## config.mk

```make
export PLATFORM = sky130hd
export DESIGN_NAME = dphy_lane_seq
export DESIGN_NICKNAME = d
export VERILOG_FILES = /design/src/rtl/dphy_lane_seq.sv
export SDC_FILE = /design/constraint.sdc
export NUM_CORES = 1
export LEC_CHECK = 0
export BUFFER_PORTS_ARGS = -buffer_cell sky130_fd_sc_hd__buf_4
export CORE_UTILIZATION = 45
export DETAILED_ROUTE_END_ITERATION = 7
export PLACE_DENSITY = 0.69
export SYNTH_ARGS = -nofsm -noshare
export SYNTH_HDL_FRONTEND = slang
export SYNTH_SLANG_ARGS = --single-unit
```

## constraint.sdc

```tcl
create_clock -name clk -period 3.2 [get_ports clk]
set_input_delay 0.16 -clock clk [delete_from_list [all_inputs] [get_ports clk]]
set_output_delay 0.16 -clock clk [all_outputs]
set_load 0.02 [all_outputs]
```

## src/rtl/dphy_lane_seq.sv

```systemverilog
module dphy_lane_seq #(
  parameter int LEN_W = 16
) (
  input  logic             clk,
  input  logic             rst_n,
  input  logic [31:0]      cfg_w0,
  input  logic [31:0]      cfg_w1,
  input  logic [31:0]      cfg_w2,
  input  logic             keep_clk,
  input  logic [LEN_W-1:0] burst_len,
  input  logic             req,
  output logic             ready,
  output logic [1:0]       clk_lp,
  output logic             clk_hs_en,
  output logic [1:0]       dat_lp,
  output logic             dat_hs_en,
  output logic             dat_pay
);
  localparam int CW = (LEN_W > 8) ? LEN_W : 8;

  typedef enum logic [3:0] {
    S_IDLE, S_CLP01, S_CPREP, S_CZERO, S_CPOST,
    S_DLP01, S_DPREP, S_DZERO, S_DPAY, S_DTRAIL,
    S_CTRAIL, S_EXIT
  } st_t;

  st_t st, nxt;
  logic [CW-1:0] cnt, dur;
  logic [31:0] w0, w1, w2;
  logic [LEN_W-1:0] len_q;
  logic keep_q, clk_on;

  wire idle = (st == S_IDLE);
  wire [31:0] u0 = idle ? cfg_w0 : w0;
  wire [31:0] u1 = idle ? cfg_w1 : w1;
  wire [31:0] u2 = idle ? cfg_w2 : w2;
  wire [LEN_W-1:0] ulen = idle ? burst_len : len_q;

  always_comb begin
    case (st)
      S_IDLE:   nxt = clk_on ? S_DLP01 : S_CLP01;
      S_CLP01:  nxt = S_CPREP;
      S_CPREP:  nxt = S_CZERO;
      S_CZERO:  nxt = S_CPOST;
      S_CPOST:  nxt = S_DLP01;
      S_DLP01:  nxt = S_DPREP;
      S_DPREP:  nxt = S_DZERO;
      S_DZERO:  nxt = S_DPAY;
      S_DPAY:   nxt = S_DTRAIL;
      S_DTRAIL: nxt = keep_q ? S_EXIT : S_CTRAIL;
      S_CTRAIL: nxt = S_EXIT;
      default:  nxt = S_IDLE;
    endcase
  end

  always_comb begin
    case (nxt)
      S_CLP01, S_DLP01: dur = CW'(u0[15:8]);
      S_CPREP:  dur = CW'(u1[31:24]);
      S_CZERO:  dur = CW'(u1[23:16]);
      S_CPOST:  dur = CW'(u1[15:8]);
      S_DPREP:  dur = CW'(u2[7:0]);
      S_DZERO:  dur = CW'(u2[15:8]);
      S_DPAY:   dur = CW'(ulen);
      S_DTRAIL: dur = CW'(u2[23:16]);
      S_CTRAIL: dur = CW'(u1[7:0]);
      S_EXIT:   dur = CW'(u0[7:0]);
      default:  dur = '0;
    endcase
  end

  wire [CW-1:0] load = (dur == '0) ? '0 : dur - 1'b1;
  wire step = idle ? req : (cnt == '0);

  always_ff @(posedge clk or negedge rst_n) begin
    if (!rst_n) begin
      st     <= S_IDLE;
      cnt    <= '0;
      w0     <= '0;
      w1     <= '0;
      w2     <= '0;
      len_q  <= '0;
      keep_q <= 1'b0;
      clk_on <= 1'b0;
    end else begin
      if (idle && req) begin
        w0     <= cfg_w0;
        w1     <= cfg_w1;
        w2     <= cfg_w2;
        len_q  <= burst_len;
        keep_q <= keep_clk;
      end
      if (step) begin
        st  <= nxt;
        cnt <= load;
        if (st == S_CPREP)  clk_on <= 1'b1;
        if (st == S_CTRAIL) clk_on <= 1'b0;
      end else if (!idle) begin
        cnt <= cnt - 1'b1;
      end
    end
  end

  assign ready     = idle;
  assign clk_hs_en = clk_on;
  assign clk_lp    = (st == S_CLP01) ? 2'b01 :
                     ((st == S_CPREP) || clk_on) ? 2'b00 : 2'b11;
  assign dat_lp    = (st == S_DLP01) ? 2'b01 :
                     (st inside {S_DPREP, S_DZERO, S_DPAY, S_DTRAIL}) ? 2'b00 : 2'b11;
  assign dat_hs_en = st inside {S_DZERO, S_DPAY, S_DTRAIL};
  assign dat_pay   = (st == S_DPAY);
endmodule

```

Word level (Yosys, flattened, before mapping)
Index checks and enable logic that the tools add are counted.

Add/subtract/negate cells: 2. $mul: 0. Divide/modulo/power cells: 0. Magnitude comparators: 0. Eq/ne operators: 22. Shift operators: 0. Multiplexer cells: 18. Bitwise operators: 0. Reductions and logical operators: 10.

Operators with widths (number): 16-bit one-hot mux with 10 select lines (1); 16-bit two-way mux (5); 4-bit one-hot mux with 11 select lines (1); 4-bit by 3-bit == test with 1-bit output, second input constant (8); 16-bit zero test (2); 32-bit two-way mux (1); 16-bit by 1-bit subtractor with 16-bit output, second input constant (2); 4-bit == test, second input constant (7); 24-bit two-way mux (1); 4-bit by 2-bit == test with 1-bit output, second input constant (4); 4-bit by 1-bit == test with 1-bit output, second input constant (2); 2-bit two-way mux (4); 4-bit zero test (1); 1-bit two-way mux (4); 4-bit nonzero test (1); 3-bit two-way mux (1); 3-bit nonzero test (1); 2-bit by 1-bit != test with 1-bit output, second input constant (1); 2-bit AND reduction (1); 2-bit nonzero test (1); 2-bit OR reduction (1); 1-bit logical AND (1); 1-bit logical OR (1).

Register bits: 110. Latch bits: 0. RAM bits: 0. ROM bits: 0. Input bits: 116. Output and inout bits: 8. Logic and storage cells: 60. Memories kept: 0.

Longest topological paths before layout
Depth in word-level cells: 8. Mapped depth: 13. Depth with buffers taken out: 9.

Worst setup path before layout
No wires, ideal clock.

Path type: register to register. From: reg st[0]. To: reg cnt[10]. Setup time: 0.126 ns. Data arrival time: 2.739 ns. Required time: 3.074 ns. Path slack: 0.335 ns. Stages on the path, launching flop included: 13. Period minus slack after synthesis: 2.865 ns. Path through: dfrtp_1 buf_2 buf_4 buf_4 nor3_1 a221o_1 a221oi_2 ha_1 nand2_1 or2_1 buf_2 o22ai_1 a221o_1.

Cells in the longest elaborated chain, start to end: 8. Elaborated cells on any way between the ends: 35. Classes of those cells: add/sub (1); eq/ne (22); mux (9); reduce/logical (3).

Ends and longest elaborated chain: start: declaration (RTL line 27) `st_t st, nxt;`; start signal: assignment (RTL line 94) `st <= nxt;`; 4-bit == test *; named net dat_pay (RTL line 17) `output logic dat_pay`; 4-bit one-hot mux with 11 select lines * (RTL line 40) `case (st)`; 4-bit by 1-bit == test with 1-bit output / 4-bit by 3-bit == test with 1-bit output (equally long branches) (RTL line 57) `case (nxt)`; 2-bit OR reduction (RTL line 57); 16-bit one-hot mux with 10 select lines * (RTL line 57); 16-bit by 1-bit subtractor with 16-bit output / 16-bit zero test (equally long branches) (RTL line 72) `wire [CW-1:0] load = (dur == '0) ? '0 : dur - 1'b1;`; 16-bit two-way mux * (RTL line 72); 16-bit two-way mux * (RTL line 93) `if (step) begin`; end signal: assignment (RTL line 95) `cnt <= load;`; end signal: assignment (RTL line 99) `cnt <= cnt - 1'b1;`; end: declaration (RTL line 28) `logic [CW-1:0] cnt, dur;`.

The timed path passes the listed nets; every way through them passes the cells marked *. A chain may end at the register's enable or synchronous reset.

Worst setup path in the final report
From: reg st[0]. To: reg cnt[10].

Cells in the longest elaborated chain, start to end: 8. Elaborated cells on any way between the ends: 35. Classes of those cells: add/sub (1); eq/ne (22); mux (9); reduce/logical (3).

Ends and longest elaborated chain (RTL line): 4-bit == test (tied with other cells) (40); 4-bit one-hot mux with 11 select lines (40); 4-bit by 1-bit == test with 1-bit output / 4-bit by 3-bit == test with 1-bit output (equally long branches) (57); 2-bit OR reduction (57); 16-bit one-hot mux with 10 select lines (57); 16-bit by 1-bit subtractor with 16-bit output / 16-bit zero test (equally long branches) (72); 16-bit two-way mux (72); 16-bit two-way mux (93).

Parallel ways exist; a longest one is shown, timed or not.

==> flow_metrics.env <==
export IMPL_critical_path_class="reg2reg"
export IMPL_postLayoutCoreUtil_pct=57.7
export IMPL_drc=0
export IMPL_die_w_um=117
export IMPL_crit_chain="buf_12 > nand2b_1 > a21oi_2 > a21oi_1 > and4bb_2 > ha_1 > nand2_1 > or2_1 > o22ai_1 > a221o_1"
export IMPL_setup_viol=0
export IMPL_slew_viol_final=0
export IMPL_diodes=0
export IMPL_ys_seq_area_share_pct=46.0
export IMPL_hold_slack_ns=0.0279
export IMPL_grt_pass1_wl_mm=25.3
export IMPL_htreeDepth=3
export IMPL_viasPerCell=5.81
export IMPL_cts_sinks=110
export IMPL_synthesis_nets=659
export IMPL_wirelength_mm=15.2
export IMPL_rrSetupSlack_ns=0.19
export IMPL_first_iter_violations=376
export IMPL_critPathMaxFanout=18
export IMPL_arrival_ns=3.25
export IMPL_syn_inst=539
export IMPL_ant_nets=0
export IMPL_core_area_um2=12800
export IMPL_grt_overflow=0
export IMPL_yosysMostFrequentCell="dfrtp_1"
export IMPL_ios=124
export IMPL_hp_start="cfg_w1[3]"
export IMPL_netlist_area_leader_share_pct=46.0
export IMPL_post_drt_wl_per_cell_um=18.3
export IMPL_outcome="complete, no violations"
export IMPL_synthDistinctLibCells=76
export IMPL_relSlewSlack_pct=38.2
export IMPL_p_sw_share_pct=21.6
export IMPL_rsz0062_at_grt="false"
export IMPL_areaGrowthSynthToFinish_pct=23.2
export IMPL_pwr_share_seq_pct=52.5
export IMPL_grt_pass1_vias=4939
export IMPL_critPathTopFamily="compound AO/OA/AOI/OAI gates"
export IMPL_startpoint_type="flop"
export IMPL_post_route_min_period_ns=3.01
export IMPL_pwr_share_clk_pct=42.7
export IMPL_worst_path_largest_cell_delay_ns=0.52
export IMPL_timing_fmax_mhz=332
export IMPL_required_ns=3.44
export IMPL_synth_top_area_cell="dfrtp_1"
export IMPL_cp_slowest_cell="dfrtp_2"
export IMPL_ys_async_sr_fraction_pct=100
export IMPL_post_route_period_util_pct=94.1
export IMPL_cp_buffers_inverters=1
export IMPL_p_comb_share_pct=4.8
export IMPL_clock_skew_ns=0.00734
export IMPL_cts_tree="yes"
export IMPL_gr_usage_all_layers_pct=23.1
export IMPL_reg2reg_from="st[0]"
export IMPL_grt_max_degree=74
export IMPL_num_rows=41
export IMPL_port_buffers=99
export IMPL_syn_area_per_cell_um2=11.1
export IMPL_ys_ff_latch=110
export IMPL_p_per_area_nw_per_um2=361
export IMPL_yosys_top_cells_area="dfrtp_1, mux2_2, a21oi_1"
export IMPL_p_leak_uw=0.00342
export IMPL_synth_warnings=0
export IMPL_cp_startpoint="st[0]"
export IMPL_critPathCaptureType="flop"
export IMPL_p_switching_uw=576
export IMPL_antenna_found_initial=0
export IMPL_vdd_ir_drop_worst_mv=0.374
export IMPL_num_vias=4807
export IMPL_dp_hpwl_mm=11.5
export IMPL_cts_root_buf="clkbuf_16"
export IMPL_hold_class="in2reg"
export IMPL_initial_utilization_pct=46.9
export IMPL_fin_nets=770
export IMPL_maxCapViolCount=0
export IMPL_synth_area_um2=5990
export IMPL_gp_congestion=0.903
export IMPL_hold_violations=0
export IMPL_numCtsBuffers=9
export IMPL_drt_pass1_iterations=5
export IMPL_path_clk_slew_ns=0.07
export IMPL_drive_above_1_share_pct=39.5
export IMPL_dieArea_um2=13800
export IMPL_synth_edf_count=0
export IMPL_clk_latency_ns=0.35
export IMPL_internal_power_uw=2080
export IMPL_synth_flop_cell="dfrtp_1"
export IMPL_worst_slew_pin_slew_ns=0.926
export IMPL_fp_dieH_um=117
export IMPL_cts_buffer_depth=2
export IMPL_synthTopCellsByCount="dfrtp_1, mux2_2, a21oi_1"
power by group through the flow:
| stage | registers, uW | clock network [uW] | logic (uW) |
|---|---|---|---|
| floorplan | 1420 | 0 | 9.41 |
| global placement | 1420 | 0 | 129 |
| detailed placement | 1420 | 0 | 131 |
| CTS | 1400 | 1160 | 132 |
| global route | 1400 | 1220 | 142 |
| finish | 1400 | 1140 | 129 |
area by class of cell:
type | instances | area, um2
Sequential cell | 110 | 2760
Clock buffer | 10 | 229
Inverter | 9 | 33.8
Fill cell | 1101 | 5400
Timing Repair Buffer | 133 | 1050
Multi-Input combinational cell | 387 | 3020
Clock inverter | 6 | 70.1
Tap cell | 172 | 215
state kept, by name, summed over array words and instances (netlist names):
name	flops
clk_hs_en	1
cnt	16
keep_q	1
len_q	16
st	4
w0	16
w1	32
w2	24
through the flow:
step / instance area [um2] / setup TNS, ns / power, uW / std cells / setup slack (ns)
4_1_cts: 7350 / 0 / 2690 / 827 / 0.163
3_3_place_gp: 7040 / 0 / 1550 / 810 / 0.183
5_1_grt: 7370 / 0 / 2760 / 827 / 0.0902
6_report: 7370 / 0 / 2660 / 827 / 0.188
3_5_place_dp: 7040 / -0.00822 / 1550 / 810 / -0.00822
2_1_floorplan: 5990 / 0 / 1430 / 539 / 0.335
layout by cell type, fill, tap and decap left out, types with 4 or more instances in the layout:
| cell type | n |
|---|---|
| clkbuf_16 | 9 |
| a32o_1 | 4 |
| o21ai_0 | 25 |
| nor2_1 | 29 |
| mux2_2 | 89 |
| dfrtp_1 | 108 |
| inv_1 | 9 |
| buf_12 | 4 |
| or3_1 | 4 |
| a21oi_1 | 33 |
| buf_4 | 128 |
| nor3_1 | 18 |
| nand3b_1 | 9 |
| o31ai_1 | 4 |
| nand3_1 | 14 |
| nor2b_1 | 4 |
| nor4_1 | 6 |
| mux2i_1 | 14 |
| nand2_1 | 25 |
| ha_1 | 4 |
| nand2b_1 | 7 |
| o221ai_1 | 4 |
| a211oi_1 | 4 |
| o22ai_1 | 4 |
| xnor2_1 | 5 |
final timing paths:
| check | end | cells after the start |
|---|---|---|
| max | cnt[10] | 10 |
| min | w1[3] | 3 |
| max reg2reg | cnt[10] | 10 |
| min reg2reg | cnt[9] | 2 |
| max in group asynchronous | w2[12] | 3 |
| min in group asynchronous | w2[9] | 2 |
tightest hold or removal path, cell delays in order:
cell	delay (ns)
buf_4	0.07
nand2_1	0.04
o21ai_0	0.07
routing by layer:
| layer | part of all wire [%] | wire length [um] | global-route usage, % |
|---|---|---|---|
| met2 | 49 | 7460 | 37.8 |
| met3 | 5.3 | 807 | 5.59 |
| met1 | 43 | 6590 | 29.9 |
| met4 | 2.0 | 302 | 7.47 |
| met5 | 0 | 0 | 0 |
kinds of logic after synthesis:
family	count (synthesis)	share of synthesized area, %
compound gates	119	13.8
simple gates	151	14.7
fa+ha+maj	4	0.836
xor+xnor	8	1.17
buf+inv	42	3.97
mux	105	19.6
flops	110	46.0
what timing repair did:
action / 4_1_cts / 5_1_grt
hold buffers: 1 / 0
resized for setup: 1 / 4
hold endpoints to repair: 71 / 0
pin swaps: 0 / 0
endpoints found under the setup margin: 3 / 4
buffers inserted: 0 / 0
(Power assumes the default switching activity.)
